## config.mk

```make
export PLATFORM = sky130hd
export DESIGN_NAME = atomic_unit
export DESIGN_NICKNAME = d
export VERILOG_FILES = /design/src/rtl/atomic_pkg.sv /design/src/rtl/atomic_arb.sv /design/src/rtl/atomic_alu.sv /design/src/rtl/atomic_resv.sv /design/src/rtl/atomic_unit.sv
export SDC_FILE = /design/constraint.sdc
export NUM_CORES = 1
export LEC_CHECK = 0
export BUFFER_PORTS_ARGS = -buffer_cell sky130_fd_sc_hd__buf_2
export CAP_MARGIN = 10
export CORE_MARGIN = 1
export CORE_UTILIZATION = 35
export CTS_BUF_LIST = sky130_fd_sc_hd__clkbuf_16
export DETAILED_ROUTE_END_ITERATION = 12
export GPL_TIMING_DRIVEN = 0
export PLACE_DENSITY_LB_ADDON = 0.15
export SETUP_SLACK_MARGIN = 0.5
export SYNTH_ARGS = -nofsm -noshare
export SYNTH_HDL_FRONTEND = slang
export SYNTH_SLANG_ARGS = --single-unit
```

## constraint.sdc

```tcl
create_clock -name clk_i -period 6.85 [get_ports clk_i]
set_input_delay 0.685 -clock clk_i [delete_from_list [all_inputs] [get_ports clk_i]]
set_output_delay 0.685 -clock clk_i [all_outputs]
set_load 0.02 [all_outputs]
```

## src/rtl/atomic_pkg.sv

```systemverilog
package atomic_pkg;
  localparam int OP_W = 3;
  typedef enum logic [OP_W-1:0] {
    OP_LOAD  = 3'd0,
    OP_STORE = 3'd1,
    OP_CAS   = 3'd2,
    OP_TAS   = 3'd3,
    OP_FAI   = 3'd4,
    OP_LL    = 3'd5,
    OP_SC    = 3'd6
  } atomic_op_e;
endpackage

```

## src/rtl/atomic_arb.sv

```systemverilog
module atomic_arb #(
  parameter int N_REQ = 4,
  localparam int ID_W = (N_REQ > 1) ? $clog2(N_REQ) : 1
) (
  input  logic [N_REQ-1:0] valid_i,
  output logic [N_REQ-1:0] grant_o,
  output logic [ID_W-1:0]  id_o,
  output logic             any_o
);
  always_comb begin
    grant_o = '0;
    id_o    = '0;
    any_o   = 1'b0;
    for (int i = 0; i < N_REQ; i++) begin
      if (valid_i[i] && !any_o) begin
        grant_o[i] = 1'b1;
        id_o       = ID_W'(i);
        any_o      = 1'b1;
      end
    end
  end
endmodule

```

## src/rtl/atomic_alu.sv

```systemverilog
module atomic_alu
  import atomic_pkg::*;
#(
  parameter int DATA_W = 32
) (
  input  atomic_op_e        op_i,
  input  logic [DATA_W-1:0] old_i,
  input  logic [DATA_W-1:0] opa_i,
  input  logic [DATA_W-1:0] opb_i,
  input  logic              sc_ok_i,
  output logic              we_o,
  output logic [DATA_W-1:0] wdata_o,
  output logic [DATA_W-1:0] rdata_o
);
  always_comb begin
    we_o    = 1'b0;
    wdata_o = opa_i;
    rdata_o = old_i;
    unique case (op_i)
      OP_STORE: we_o = 1'b1;
      OP_CAS: begin
        we_o    = (old_i == opa_i);
        wdata_o = opb_i;
      end
      OP_TAS: we_o = 1'b1;
      OP_FAI: begin
        we_o    = 1'b1;
        wdata_o = old_i + DATA_W'(1);
      end
      OP_SC: begin
        we_o    = sc_ok_i;
        rdata_o = {{(DATA_W-1){1'b0}}, sc_ok_i};
      end
      default: ;
    endcase
  end
endmodule

```

## src/rtl/atomic_resv.sv

```systemverilog
module atomic_resv
  import atomic_pkg::*;
#(
  parameter int N_REQ  = 4,
  parameter int ADDR_W = 4,
  localparam int ID_W  = (N_REQ > 1) ? $clog2(N_REQ) : 1
) (
  input  logic              clk_i,
  input  logic              rst_ni,
  input  logic              fire_i,
  input  logic [ID_W-1:0]   id_i,
  input  atomic_op_e        op_i,
  input  logic [ADDR_W-1:0] addr_i,
  input  logic              we_i,
  output logic              sc_ok_o
);
  logic              v_q [N_REQ];
  logic [ADDR_W-1:0] a_q [N_REQ];

  for (genvar g = 0; g < N_REQ; g++) begin : g_slot
    logic mine;
    assign mine = (id_i == ID_W'(g));
    always_ff @(posedge clk_i or negedge rst_ni) begin
      if (!rst_ni) begin
        v_q[g] <= 1'b0;
        a_q[g] <= '0;
      end else if (fire_i) begin
        if (mine && op_i == OP_LL) begin
          v_q[g] <= 1'b1;
          a_q[g] <= addr_i;
        end else if (mine && op_i == OP_SC) begin
          v_q[g] <= 1'b0;
        end else if (we_i && a_q[g] == addr_i) begin
          v_q[g] <= 1'b0;
        end
      end
    end
  end

  always_comb begin
    sc_ok_o = 1'b0;
    for (int i = 0; i < N_REQ; i++)
      if (id_i == ID_W'(i)) sc_ok_o = v_q[i] && (a_q[i] == addr_i);
  end
endmodule

```

## src/rtl/atomic_unit.sv

```systemverilog
module atomic_unit
  import atomic_pkg::*;
#(
  parameter int N_REQ  = 4,
  parameter int ADDR_W = 4,
  parameter int DATA_W = 32,
  localparam int ID_W  = (N_REQ > 1) ? $clog2(N_REQ) : 1,
  localparam int DEPTH = 1 << ADDR_W
) (
  input  logic                          clk_i,
  input  logic                          rst_ni,
  input  logic [N_REQ-1:0]              req_valid_i,
  output logic [N_REQ-1:0]              req_ready_o,
  input  logic [N_REQ-1:0][OP_W-1:0]    req_op_i,
  input  logic [N_REQ-1:0][ADDR_W-1:0]  req_addr_i,
  input  logic [N_REQ-1:0][DATA_W-1:0]  req_opa_i,
  input  logic [N_REQ-1:0][DATA_W-1:0]  req_opb_i,
  output logic                          rsp_valid_o,
  output logic [ID_W-1:0]               rsp_id_o,
  output logic [DATA_W-1:0]             rsp_data_o
);
  logic [DATA_W-1:0] mem_q [DEPTH];

  logic [ID_W-1:0]   gnt_id;
  logic              fire;
  atomic_op_e        s_op;
  logic [ADDR_W-1:0] s_addr;
  logic [DATA_W-1:0] s_opa, s_opb, old_word, wdata, rdata;
  logic              we, sc_ok;

  atomic_arb #(.N_REQ(N_REQ)) u_arb (
    .valid_i (req_valid_i),
    .grant_o (req_ready_o),
    .id_o    (gnt_id),
    .any_o   (fire)
  );

  always_comb begin
    s_op   = OP_LOAD;
    s_addr = '0;
    s_opa  = '0;
    s_opb  = '0;
    for (int i = 0; i < N_REQ; i++) begin
      if (gnt_id == ID_W'(i)) begin
        s_op   = atomic_op_e'(req_op_i[i]);
        s_addr = req_addr_i[i];
        s_opa  = req_opa_i[i];
        s_opb  = req_opb_i[i];
      end
    end
  end

  assign old_word = mem_q[s_addr];

  atomic_resv #(.N_REQ(N_REQ), .ADDR_W(ADDR_W)) u_resv (
    .clk_i   (clk_i),
    .rst_ni  (rst_ni),
    .fire_i  (fire),
    .id_i    (gnt_id),
    .op_i    (s_op),
    .addr_i  (s_addr),
    .we_i    (we),
    .sc_ok_o (sc_ok)
  );

  atomic_alu #(.DATA_W(DATA_W)) u_alu (
    .op_i    (s_op),
    .old_i   (old_word),
    .opa_i   (s_opa),
    .opb_i   (s_opb),
    .sc_ok_i (sc_ok),
    .we_o    (we),
    .wdata_o (wdata),
    .rdata_o (rdata)
  );

  // read and write share the granted cycle: the RMW is indivisible
  always_ff @(posedge clk_i or negedge rst_ni) begin
    if (!rst_ni) begin
      for (int i = 0; i < DEPTH; i++) mem_q[i] <= '0;
    end else if (fire && we) begin
      mem_q[s_addr] <= wdata;
    end
  end

  always_ff @(posedge clk_i or negedge rst_ni) begin
    if (!rst_ni) begin
      rsp_valid_o <= 1'b0;
      rsp_id_o    <= '0;
      rsp_data_o  <= '0;
    end else begin
      rsp_valid_o <= fire;
      if (fire) begin
        rsp_id_o   <= gnt_id;
        rsp_data_o <= rdata;
      end
    end
  end
endmodule

```

==> reports/metrics.csv <==
stage,metric,value,unit
timing,fin_crit_sh,0.9246,
timing,tightest_slew,1.443,ns
job,maxCapViolations,0,
global_routing,grt_max_degree,113,
pwr,peakVddDrop,0.0001593,V
pwr,clkPwrFrac,0.262,
run_status,status,"complete, no violations",
route,drc,0,
pwr,p_sw,4967,uW
die,num_rows,109,
synthesis,synth_area,0.03157,sq mm
clock_network,clk_pin_slew,0.06,ns
placed_design,place.gp.congestion,1.023,
global_routing,grt_pass1_wl,216.3,mm
synthesis,synth.top_cell.area_share,0.4494,
global_routing,grt_pass1_vias,28610,
synthesis,synth_edf_count,0,
clock_network,numCtsBuffers,66,
pwr,p_leak,0.01700,uW
die,dieWidth,302.3,microns
die,io_pins,329,
global_routing,track_usage,0.3374,
route,via_per_inst,6.170,
pwr,p_sw_frac,0.3589,
synthesis,synth_seq_cells,567,
synthesis,yosysSeqAreaShare,0.4494,
pwr,intPower,8874,uW
placed_design,dp_hpwl,110.9,mm
clock_network,clk_latency,0.62,ns
route,wirelength_met1,58.79,mm
synthesis,yosys_warnings,0,
route,drt-pass1-iter-count,6,
setup_path,end_kind,flop,
clock_network,clockBufferDepth,3,
clock_network,root_buffer,clkbuf_16,
route,ant_nets,0,
route,post_drt_wl_per_cell,32.91,microns
finish,fill_cells,8783,
placed_design,dp.cells,4601,
setup_path,path_max_fanout,10,
global_routing,antenna_found_initial,13,
die,core,0.08892,sq mm
setup_path,required,7.34,ns
timing,setup_viol,0,
route,met3_length,15.88,mm
finish,nNetsFinal,3813,
placed_design,placed_area,0.03503,sq mm
clock_network,clkSinkCount,567,
route,top_layer,met5,
setup_path,arrival,6.82,ns
die,die-area,0.09141,sq mm
finish,area_delta_synth_final,19.25,%
synthesis,synth_area_per_cell,10.22,sq um
die,die_y,302.3,microns
pwr,p_per_area,367.6,mW/mm^2
timing,finClkSkew,0.03309,ns
synthesis,synth_top_area_cell,dfrtp_1,
synthesis,synth_area_leaders,"dfrtp_1 (45%), mux2_1 (11%), mux2_2 (7.0%), nand2_1 (4.4%), and3_1 (3.2%)",
clock_network,htree_levels,3,
placed_design,port_buffers,326,
timing,finalHoldViolations,0,
finish,design_area,0.03765,sq mm
timing,tns,0,ns
pwr,p_seq_frac,0.410,
setup_path,critPathLaunchType,input pin,
finish,multi_input_area,0.01623,sq mm
route,drt_wl_total,156.1,mm
pwr,power_frac_comb,0.327,
timing,slew_headroom,0.02762,
synthesis,synth_cells,3088,
synthesis,synth_ff_type,dfrtp_1,
timing,rsz0062_at_grt,false,
clock_network,tritoncts,done,
die,start_util,0.3551,
synthesis,ys_types,84,
finish,finalNonFillerCells,4742,
route,initialDrtViolationCount,3523,
synthesis,synthArstFlopShare,1.000,
timing,holdWs,0.09645,ns
finish,postLayoutCoreUtil,0.4234,
finish,seqCellArea,0.01419,sq mm
timing,clock.fmax,0.1579,GHz
global_routing,grt.overflow.total,0,
route,met2_wirelength,68.10,mm
min_path,hold_class,input pin to asynchronous set/reset pin,
finish,drive_gt1_frac,0.2494,
synthesis,synth_nets,3379,
timing,maxSlewViolCount,0,
route,vias,29260,
timing,fin_crit,6.333,ns
setup_path,criticalPathCategory,input pin to flop,
[layout by cell type (no fill, tap or decap), types with 12 or more instances in the layout]
cell and count:
mux2_2 196, a32oi_1 13, nand3_1 130, clkbuf_2 17, xor2_1 28, clkbuf_16 67
xnor2_1 47, o211ai_1 80, inv_1 15, and3_1 164, a21oi_1 188, clkinv_2 13
buf_1 19, a211oi_1 78, buf_4 40, buf_2 437, buf_6 12, clkbuf_1 131
a41oi_1 55, mux2_1 300, nand4_1 14, a311oi_1 60, a221oi_1 30, o21ai_0 86
dfrtp_1 567, clkinv_1 15, mux2i_1 26, a31oi_1 34, nand2_1 366, nor2_1 80
a22o_1 16
[synth_stat cells, types with 10 or more instances]
cell      count
dfrtp_1     567
nand2_1     367
mux2_1      300
mux2_2      196
a21oi_1     188
and3_1      164
clkbuf_1    151
nand3_1     130
buf_2       120
o21ai_0      95
nor2_1       83
o211ai_1     80
a211oi_1     78
a311oi_1     60
a41oi_1      55
xnor2_1      47
a31oi_1      34
a221oi_1     33
xor2_1       28
mux2i_1      27
buf_1        24
a22o_1       16
nor4_1       16
nand4_1      14
a32oi_1      13
nor3_1       12
buf_4        10
o22ai_1      10
o32ai_1      10
[final timing paths]
check / startpoint / endpoint / slack [ns] / depth (start not counted)
worst min-delay path: rst_ni / mem_q[300]$_DFFE_PN0P_ / 0.1 / 1
worst max register to register: mem_q[156]$_DFFE_PN0P_ / mem_q[398]$_DFFE_PN0P_ / 2.26 / 15
max in group asynchronous: rst_ni / mem_q[61]$_DFFE_PN0P_ / 5.19 / 3
worst max-delay path: req_valid_i[1] / mem_q[398]$_DFFE_PN0P_ / 0.52 / 21
worst min register to register: rsp_data_o[23]$_DFFE_PN0P_ / rsp_data_o[23]$_DFFE_PN0P_ / 0.47 / 2
min in group clk_i: req_valid_i[3] / rsp_id_o[1]$_DFFE_PN0P_ / 0.41 / 3
[stage by stage]
stage | power, uW | setup WS, ns
after floorplan | 8187 | 1.914
after global placement | 9820 | -7.469
after detailed placement | 9990 | -1.147
after CTS | 13690 | 0.4820
after global routing | 14430 | 0.5002
final | 13840 | 0.5165
[worst max-delay path: stages]
cell and delay [ns]:
buf_2 0.17, nor2_2 0.32, nand2_2 0.27, inv_2 0.22, buf_4 0.23, buf_2 0.30
nand2_1 0.16, o211ai_1 0.29, buf_6 0.34, buf_4 0.34, buf_2 0.43, o32a_1 0.38
and2_1 0.41, xnor2_1 0.12, nor4_1 0.27, nand4_1 0.20, o31ai_4 0.42, buf_4 0.28
nand2_1 0.19, buf_2 0.39, mux2_2 0.36
[sequential cells by signal (all words and copies together) (netlist names)]
signal       count
rsp_valid_o      1
rsp_data_o      32
u_resv.v_q       4
mem_q          512
rsp_id_o         2
u_resv.a_q      16
[power groups by stage]
stage	Combinational (uW)	Clock, uW	Sequential (uW)
2_1_floorplan	2690	0	5500
3_3_place_gp	4150	0	5670
3_5_place_dp	4290	0	5700
4_1_cts	4380	3660	5650
5_1_grt	4800	3790	5840
6_report	4530	3630	5680
[area by class of cell]
class	count	share of cell area
well taps	1165	0.03872
inverters	11	0.001097
multi-input cells	2200	0.4312
clock buffers	67	0.04453
diodes	8	0.0005317
flip-flops and latches	567	0.3769
repair buffers	366	0.05577
plain buffers	310	0.03918
clock inverters	48	0.01213
[what timing repair did]
action	in CTS	in global routing
hold buffers	0	0
setup buffers	7	10
endpoints found under the setup margin	516	508
resized for setup	67	31
pin swaps	4	3
[layer usage]
metal,up-vias,GRT usage
met1,14660,0.4059
li1,12390,-
met4,8,0.2498
met5,-,0
met3,497,0.09337
met2,1704,0.5163
[cells by family (layout without fill, tap and decap cells)]
kind of cell,count (synthesis),after routing,share of synthesized area
simple gates,842,842,0.1291
mux,528,528,0.1890
flops,567,567,0.4494
compound gates,754,754,0.1659
xor+xnor,75,75,0.02081
fa+ha+maj,1,1,0.0003962
buf+inv,321,802,0.04530
other cells,0,8,0
No activity file was read; power rests on OpenSTA's default activity.
